===== src/rtl/nanq_pkg.sv =====
package nanq_pkg;

  typedef enum logic [2:0] {
    CLS_ZERO   = 3'd0,
    CLS_DENORM = 3'd1,
    CLS_NORMAL = 3'd2,
    CLS_INF    = 3'd3,
    CLS_QNAN   = 3'd4,
    CLS_SNAN   = 3'd5
  } nanq_class_e;

  // Strobes from control to datapath
  typedef struct packed {
    logic setQbit;   // 2008-style quieting
    logic clrQbit;   // legacy-style quieting
  } nanq_strobe_t;

endpackage


===== src/rtl/nanq_control.sv =====
module nanq_control
  import nanq_pkg::*;
#(
  parameter int EXP_W  = 11,
  parameter int FRAC_W = 52
) (
  input  logic [EXP_W-1:0]  expField,
  input  logic [FRAC_W-1:0] fracField,
  input  logic              nan2008,
  output nanq_class_e       classCode,
  output nanq_strobe_t      strobes
);

  localparam int QBIT = FRAC_W - 1;

  logic expZero;
  logic expOnes;
  logic fracZero;
  logic sigNan;

  assign expZero  = (expField == '0);
  assign expOnes  = (&expField);
  assign fracZero = (fracField == '0);
  assign sigNan   = expOnes && !fracZero && (nan2008 ^ fracField[QBIT]);

  always_comb begin
    if (expZero)      classCode = fracZero ? CLS_ZERO : CLS_DENORM;
    else if (!expOnes) classCode = CLS_NORMAL;
    else if (fracZero) classCode = CLS_INF;
    else if (sigNan)   classCode = CLS_SNAN;
    else               classCode = CLS_QNAN;
  end

  always_comb begin
    strobes.setQbit = sigNan && nan2008;
    strobes.clrQbit = sigNan && !nan2008;
  end

endmodule


===== src/rtl/nanq_datapath.sv =====
module nanq_datapath
  import nanq_pkg::*;
#(
  parameter int EXP_W        = 11,
  parameter int FRAC_W       = 52,
  parameter bit REGISTER_OUT = 1'b1,
  parameter bit LEGACY_INDEF = 1'b0,
  localparam int WORD_W      = 1 + EXP_W + FRAC_W
) (
  input  logic              clk,
  input  logic              rstN,
  input  logic              inValid,
  input  logic [WORD_W-1:0] opWord,
  input  nanq_strobe_t      strobes,
  input  nanq_class_e       classIn,
  output logic              outValid,
  output logic [WORD_W-1:0] resOut,
  output logic [2:0]        classOut,
  output logic              invalidOut
);

  localparam int QBIT = FRAC_W - 1;
  localparam logic [WORD_W-1:0] QMASK = WORD_W'(1) << QBIT;
  localparam logic [WORD_W-1:0] NEXT_MASK = WORD_W'(1) << (QBIT - 1);
  localparam logic [WORD_W-1:0] INDEF_WORD =
    {1'b0, {EXP_W{1'b1}}, 1'b0, {(FRAC_W-1){1'b1}}};

  logic [WORD_W-1:0] legacyWord;
  logic [WORD_W-1:0] quietWord;
  logic              flagNow;

  generate
    if (LEGACY_INDEF) begin : g_indef
      assign legacyWord = INDEF_WORD;
    end else begin : g_keep
      logic [WORD_W-1:0] cleared;
      assign cleared    = opWord & ~QMASK;
      assign legacyWord = (cleared[FRAC_W-1:0] == '0) ? (cleared | NEXT_MASK) : cleared;
    end
  endgenerate

  always_comb begin
    quietWord = opWord;
    if (strobes.setQbit)      quietWord = opWord | QMASK;
    else if (strobes.clrQbit) quietWord = legacyWord;
  end

  assign flagNow = strobes.setQbit | strobes.clrQbit;

  generate
    if (REGISTER_OUT) begin : g_reg
      always_ff @(posedge clk) begin
        if (!rstN) begin
          outValid   <= 1'b0;
          resOut     <= '0;
          classOut   <= 3'd0;
          invalidOut <= 1'b0;
        end else begin
          outValid <= inValid;
          if (inValid) begin
            resOut     <= quietWord;
            classOut   <= classIn;
            invalidOut <= flagNow;
          end
        end
      end

      a_r8_latency: assert property (@(posedge clk) disable iff (!rstN)
        inValid |=> outValid);
      a_r8_single: assert property (@(posedge clk) disable iff (!rstN)
        !inValid |=> !outValid);
      a_r7_passthrough: assert property (@(posedge clk) disable iff (!rstN)
        (outValid && !invalidOut) |-> (resOut == $past(opWord)));
      a_r4_keep_payload: assert property (@(posedge clk) disable iff (!rstN)
        (outValid && invalidOut && $past(strobes.setQbit)) |->
          (resOut[QBIT] && ((resOut | QMASK) == ($past(opWord) | QMASK))));
    end else begin : g_comb
      assign outValid   = inValid;
      assign resOut     = quietWord;
      assign classOut   = classIn;
      assign invalidOut = flagNow;

      a_r7_passthrough: assert property (@(posedge clk) disable iff (!rstN)
        (outValid && !invalidOut) |-> (resOut == opWord));
    end
  endgenerate

  a_r9_still_nan: assert property (@(posedge clk) disable iff (!rstN)
    (outValid && invalidOut) |->
      ((&resOut[WORD_W-2:FRAC_W]) && (resOut[FRAC_W-1:0] != '0)));
  a_r3_flag_class: assert property (@(posedge clk) disable iff (!rstN)
    outValid |-> (invalidOut == (classOut == 3'd5)));

endmodule


===== src/rtl/nan_quiet_unit.sv =====
module nan_quiet_unit
  import nanq_pkg::*;
#(
  parameter int EXP_W        = 11,
  parameter int FRAC_W       = 52,
  parameter bit REGISTER_OUT = 1'b1,
  parameter bit LEGACY_INDEF = 1'b0,
  localparam int WORD_W      = 1 + EXP_W + FRAC_W
) (
  input  logic              clk,
  input  logic              rstN,
  input  logic              inValid,
  input  logic [WORD_W-1:0] opIn,
  input  logic              nan2008,
  output logic              outValid,
  output logic [WORD_W-1:0] resOut,
  output logic [2:0]        classOut,
  output logic              invalidOut
);

  nanq_class_e  classCode;
  nanq_strobe_t strobes;

  nanq_control #(.EXP_W(EXP_W), .FRAC_W(FRAC_W)) u_ctrl (
    .expField  (opIn[WORD_W-2:FRAC_W]),
    .fracField (opIn[FRAC_W-1:0]),
    .nan2008   (nan2008),
    .classCode (classCode),
    .strobes   (strobes)
  );

  nanq_datapath #(
    .EXP_W(EXP_W), .FRAC_W(FRAC_W),
    .REGISTER_OUT(REGISTER_OUT), .LEGACY_INDEF(LEGACY_INDEF)
  ) u_dp (
    .clk        (clk),
    .rstN       (rstN),
    .inValid    (inValid),
    .opWord     (opIn),
    .strobes    (strobes),
    .classIn    (classCode),
    .outValid   (outValid),
    .resOut     (resOut),
    .classOut   (classOut),
    .invalidOut (invalidOut)
  );

endmodule


===== config.mk =====
export PLATFORM = sky130hd
export DESIGN_NAME = nan_quiet_unit
export DESIGN_NICKNAME = d
export VERILOG_FILES = /design/src/rtl/nanq_pkg.sv /design/src/rtl/nanq_control.sv /design/src/rtl/nanq_datapath.sv /design/src/rtl/nan_quiet_unit.sv
export SDC_FILE = /design/constraint.sdc
export NUM_CORES = 1
export LEC_CHECK = 0
export ABC_AREA = 1
export BUFFER_PORTS_ARGS = -buffer_cell sky130_fd_sc_hd__buf_2
export CELL_PAD_IN_SITES_DETAIL_PLACEMENT = 1
export CELL_PAD_IN_SITES_GLOBAL_PLACEMENT = 1
export CORE_ASPECT_RATIO = 0.5
export CORE_MARGIN = 4
export CORE_UTILIZATION = 30
export CTS_CLUSTER_SIZE = 20
export DETAILED_ROUTE_END_ITERATION = 10
export PLACE_DENSITY = 0.86
export SYNTH_ARGS = -nofsm -noshare
export SYNTH_HDL_FRONTEND = slang
export SYNTH_SLANG_ARGS = --single-unit

===== constraint.sdc =====
create_clock -name clk -period 1.1 [get_ports clk]
set_input_delay 0.055 -clock clk [delete_from_list [all_inputs] [get_ports clk]]
set_output_delay 0.055 -clock clk [all_outputs]
set_load 0.02 [all_outputs]

==> impl_metrics.tcl, run 1 <==
set metrics [dict create \
    worstPathArrival_ps 1200 \
    diodes 0 \
    drtIter0Drc 123 \
    crit_path_max_fanout 4 \
    synth_top_area_cell "dfxtp_1" \
    endpoint_kind "flip-flop" \
    final_area_sq_um 4370 \
    ys_top_cells_by_count "nor2_1 (157), dfxtp_1 (69), o21ai_0 (56), nand2_1 (26), clkbuf_1 (11)" \
    fin_util_pct 50.01 \
    synth_seq_cells 69 \
    syn_nets 440 \
    synth_flop_cell "dfxtp_1" \
    p_int_w 0.004952 \
    avgSynthCellArea_sq_um 7.262 \
    place_area_sq_um 3712 \
    layout_setup_ws_ps 122.9 \
    gp_congestion 0.8151 \
    avgViaCountPerCell 4.705 \
    drtPass1Iterations 4 \
    areaGrowthSynthToFinish_pct 61.79 \
    period_minus_slack_ps 977.1 \
    drive_gt1_share_pct 34.85 \
    initial_utilization_pct 30.91 \
    grt_pass1_vias 3378 \
    timing.fmax_ghz 1.023 \
    path_cells "buf_2, nor2_1, nand2_1, nor2_1, nand2_1, nor2_2, nand2_2, nand2_2, inv_2, nand3_1, a21oi_2" \
    fp.dieW_um 142.2 \
    comb_power_share_pct 17.2 \
    report.final.slew_viol_count 0 \
    r2r-start "u_dp.resOut[45]" \
    status "complete, no violations" \
    cts_tree "built" \
    slowest_stage "nor2_1" \
    finalPower_w 0.006793 \
    hold_class "in2reg" \
    critPathKind "in2reg" \
    switchingPower_w 0.001842 \
    pre_cts_slack_ps -161.5 \
    cts_sinks 69 \
    grt_max_degree 68 \
    synth_cell_types 25 \
    rows 24 \
    drcViolationCount 0 \
    ys_seq_area_share_pct 51.13 \
    postCtsSetupBuffers 0 \
    routedWlPerCell_um 16.37 \
    p_seq_share_pct 40.5 \
    tightest_slew_ps 298.1 \
    synth_cells 372 \
    async_flop_share_pct 0 \
    maxCapViolations 0 \
    clk_latency_ps 340 \
    cts_root_buf "clkbuf_16" \
    p_per_area_nw_per_um2 1554 \
    synth_area_leaders "dfxtp_1 (51%), nor2_1 (22%), o21ai_0 (10%)" \
    p_clk_share_pct 42.3 \
    fp.dieArea_sq_um 10680 \
    rsz0062_at_grt "false" \
    yosys_warnings 0 \
    io_pins 137 \
    hold_viol 0 \
    fin_crit_sh_pct 88.83 \
    crit_required_ps 1330 \
    clock_path_buffers 2 \
    switching_share_pct 27.11 \
    htreeDepth 3 \
    antenna_left 0 \
    dp_hpwl_um 6679 \
    hold_ws_ps 34.11 \
    yosysTopAreaCellShare_pct 51.13 \
    grt_pass1_wl_um 17450 \
    overflow 0 \
    worstHoldStart "opIn[47]" \
    p_leak_nw 2.150 \
    clock_skew_ps 0 \
    setup_violations 0 \
    antenna_found_initial 0 \
    clkTransAtPathRegs_ps 60 \
    fin_nets 634 \
    start_kind "input pin" \
    synth.most_common_cell "nor2_1" \
    netlist_area_sq_um 2701 \
    numCtsBuffers 9 \
    slowest_delay_ps 140 \
    track_usage_pct 20.97 \
    ir_drop_mv 0.9198 \
    die_y_um 75.10 \
    startpoint "opIn[12]" \
    routed_wirelength_um 11260 \
    vias 3237 \
    synth_edf_count 0 \
    coreArea_sq_um 8738 \
    slew_headroom_pct 79.94 \
    io_buffers 136 \
]
==> sequential cells by signal, summed over array words and instances, names as in the netlist <==
register,flops
u_dp.classOut,3
u_dp.outValid,1
u_dp.resOut,64
u_dp.invalidOut,1
==> worst max-delay path: cells and delay by family <==
family                 cells  cell delay [ps]
AO/OA/AOI/OAI              1               60
buffers and inverters      2              170
AND/OR/NAND/NOR            8              910
==> area by class of cell <==
cell class / instances / area, sq um
fillers: 1138 / 4368
flip-flops and latches: 69 / 1381
repair buffers: 205 / 1326
multi-input cells: 274 / 1197
clock buffers: 11 / 242.7
well taps: 117 / 146.4
clock inverters: 5 / 50.05
inverters: 7 / 26.28
==> stage by stage <==
step	TNS [ps]	instances
floorplan	0	372
global placement	-462.1	636
detailed placement	-640.1	636
CTS	0	688
global route	0	688
finish	0	688
==> layout by cell type, fill, tap and decap left out, types with 3 or more instances in the layout <==
cell,count
a21oi_2,3
nand4_1,3
clkinv_2,4
dlygate4sd3_1,36
o21ai_1,9
dfxtp_1,69
inv_1,5
nand2_1,26
buf_12,3
nor2_2,3
clkbuf_16,9
buf_2,136
nor2_1,157
buf_4,30
o21ai_0,56
==> final timing paths <==
| kind | slack [ps] | cells after the start | to |
|---|---|---|---|
| max reg2reg | 310 | 2 | u_dp.resOut[45] |
| min reg2reg | 460 | 2 | u_dp.classOut[2] |
| min | 30 | 3 | u_dp.resOut[47] |
| max | 120 | 11 | u_dp.resOut[50] |
==> power groups by stage <==
stage | Clock (W) | Combinational (W) | Sequential, W
after floorplan | 0 | 0.000313 | 0.00301
after global placement | 0 | 0.00101 | 0.00279
after detailed placement | 0 | 0.00103 | 0.00280
after CTS | 0.00294 | 0.00114 | 0.00275
after global routing | 0.00307 | 0.00127 | 0.00277
final | 0.00287 | 0.00117 | 0.00275
==> what timing repair did <==
| item | CTS | global route |
|---|---|---|
| resized for setup | 0 | 1 |
| endpoints found under the hold margin | 36 | 0 |
| setup endpoints to repair | 0 | 1 |
| hold buffers | 36 | 0 |
==> cells by family (layout without fill, tap and decap cells) <==
kind of cell    after synthesis  count (layout)  synth area share [%]
compound gates               71              71                 13.80
buf+inv                      29             228                 4.724
flops                        69              69                 51.13
simple gates                202             202                 30.01
xor+xnor                      1               1                0.3243
==> layer usage <==
layer | up-vias | wire (um) | global-route usage, %
li1 | 1580 | - | -
met5 | - | 0 | 0
met4 | 0 | 247 | 7.021
met2 | 70 | 6053 | 40.21
met1 | 1566 | 4489 | 22.88
met3 | 21 | 472 | 5.774
Note: power is estimated with default switching activity, not from simulation.
==> run 2, diff against run 1 <==
CELL_PAD_IN_SITES_DETAIL_PLACEMENT = unset   (was 1)
CELL_PAD_IN_SITES_GLOBAL_PLACEMENT = unset   (was 1)
CORE_UTILIZATION = 45   (was 30)
PLACE_DENSITY = 0.87   (was 0.86)
==> impl_metrics.tcl, run 2 (same netlist as run 1, synthesis figures left out) <==
set metrics [dict create \
    tightest_slew_ps 373.7 \
    regMostFlops "u_dp.resOut" \
    clkTransAtPathRegs_ps 50 \
    timing.fmax_ghz 1.006 \
    critPathKind "in2reg" \
    numCtsBuffers 9 \
    start_kind "input pin" \
    coreArea_sq_um 5634 \
    setup_violations 0 \
    worstPathArrival_ps 1200 \
    fin_nets 620 \
    seq_area_sq_um 1381 \
    clk_latency_ps 320 \
    cts_resized 0 \
    status "finished, violations left" \
    multi_input_area_sq_um 1192 \
    drcViolationCount 0 \
    drive_gt1_share_pct 32.85 \
    grt_pass1_vias 3195 \
    period_minus_slack_ps 993.9 \
    largest_register_ffs 64 \
    die_y_um 62.79 \
    clock_path_buffers 2 \
    gp_congestion 0.7856 \
    vias 3153 \
    antenna_found_initial 0 \
    final_common_cell "nor2_1" \
    slowest_delay_ps 170 \
    diodes 0 \
    path_cells "buf_2, nor2_1, nand2_1, nor2_1, nand2_1, nor2_2, nand2_2, nand2_1, nand2_1, nor2_1, nor2_1" \
    fin_crit_sh_pct 90.35 \
    fin_util_pct 75.28 \
    crit_path_max_fanout 4 \
    finalSetupTns_ps 0 \
    areaGrowthSynthToFinish_pct 57.02 \
    antenna_left 0 \
    fill_cells 400 \
    drtIter0Drc 215 \
    fp.dieArea_sq_um 7382 \
    violations "hold timing" \
    grt_max_degree 68 \
    cts_root_buf "clkbuf_16" \
    endpoint_kind "flip-flop" \
    hold_ws_ps -0.8797 \
    ir_drop_mv 0.7722 \
    cts_sinks 69 \
    clock_skew_ps 0 \
    initial_utilization_pct 47.95 \
    slew_headroom_pct 74.95 \
    crit_required_ps 1310 \
    placed_cells 577 \
    rows 19 \
    rsz0062_at_grt "false" \
    slowest_stage "nor2_1" \
    layout_setup_ws_ps 106.1 \
    p_leak_nw 2.095 \
    layout_common_cells "nor2_1 (157), buf_2 (136), dfxtp_1 (69)" \
    track_usage_pct 24.32 \
    maxCapViolations 0 \
    p_per_area_nw_per_um2 1637 \
    routed_wirelength_um 9028 \
    postCtsSetupBuffers 0 \
    avgViaCountPerCell 5.005 \
    cts_tree "built" \
    io_pins 137 \
    dp_hpwl_um 5332 \
    reg.largest.list "u_dp.resOut (64), u_dp.classOut (3)" \
    io_buffers 136 \
    routedWlPerCell_um 14.33 \
    hold_class "in2reg" \
    pre_cts_slack_ps -112.4 \
    grt_pass1_wl_um 14810 \
    fp.dieW_um 117.6 \
    final_cells 630 \
    report.final.slew_viol_count 0 \
    hold_viol 1 \
    drtPass1Iterations 4 \
    overflow 0 \
    htreeDepth 3 \
]
run 2: cell count changes in the layout (fill, tap and decap cells not counted), sizes merged:
cell | before | now
buf | 169 | 154
clkinv | 4 | 2
bufinv | 1 | 2
clkbuf | 11 | 12
dlygate4sd3 | 36 | 37
run 2: area by class of cell:
cell class / instances / area share, %
Clock inverter: 4 / 1.652
Clock buffer: 12 / 6.047
Inverter: 7 / 0.6195
Sequential cell: 69 / 32.57
Tap cell: 73 / 2.153
Multi-Input combinational cell: 274 / 28.11
Timing Repair Buffer: 191 / 28.85
run 2: critical path, delay by kind of cell:
| kind | cells | cell delay, ps |
|---|---|---|
| buffers and inverters | 1 | 110 |
| AND/OR/NAND/NOR | 10 | 1040 |
run 2: path summary, 6_finish.rpt:
check | end | start | slack (ps) | depth (start not counted)
max | u_dp.classOut[0] | opIn[32] | 110 | 11
min | u_dp.resOut[22] | opIn[22] | -0.9 | 3
max reg2reg | u_dp.resOut[44] | u_dp.resOut[44] | 360 | 2
min reg2reg | u_dp.resOut[40] | u_dp.resOut[40] | 480 | 2
run 2: per-layer routing:
layer | vias up | GRT usage, % | routed length [um]
met5 | - | 0 | 0
met4 | 0 | 12.41 | 324
met3 | 40 | 6.239 | 527
met2 | 119 | 44.97 | 4637
met1 | 1443 | 25.94 | 3539
li1 | 1551 | - | -
run 2: metrics by stage:
| stage | total power (W) | area, sq um |
|---|---|---|
| 6_report | 0.006943 | 4242 |
| 5_1_grt | 0.007225 | 4242 |
| 4_1_cts | 0.006943 | 4242 |
| 3_5_place_dp | 0.003759 | 3545 |
| 3_3_place_gp | 0.003740 | 3545 |
| 2_1_floorplan | 0.003319 | 2701 |
run 2: power by group:
group | switching, W | internal [W]
clock network | 0.00100 | 0.00210
registers | 0.0000810 | 0.00267
logic | 0.000638 | 0.000452
run 2: repair_timing:
| action | CTS | global route |
|---|---|---|
| hold endpoints to repair | 37 | 0 |
| setup endpoints to repair | 0 | 0 |
| hold buffers | 37 | 0 |
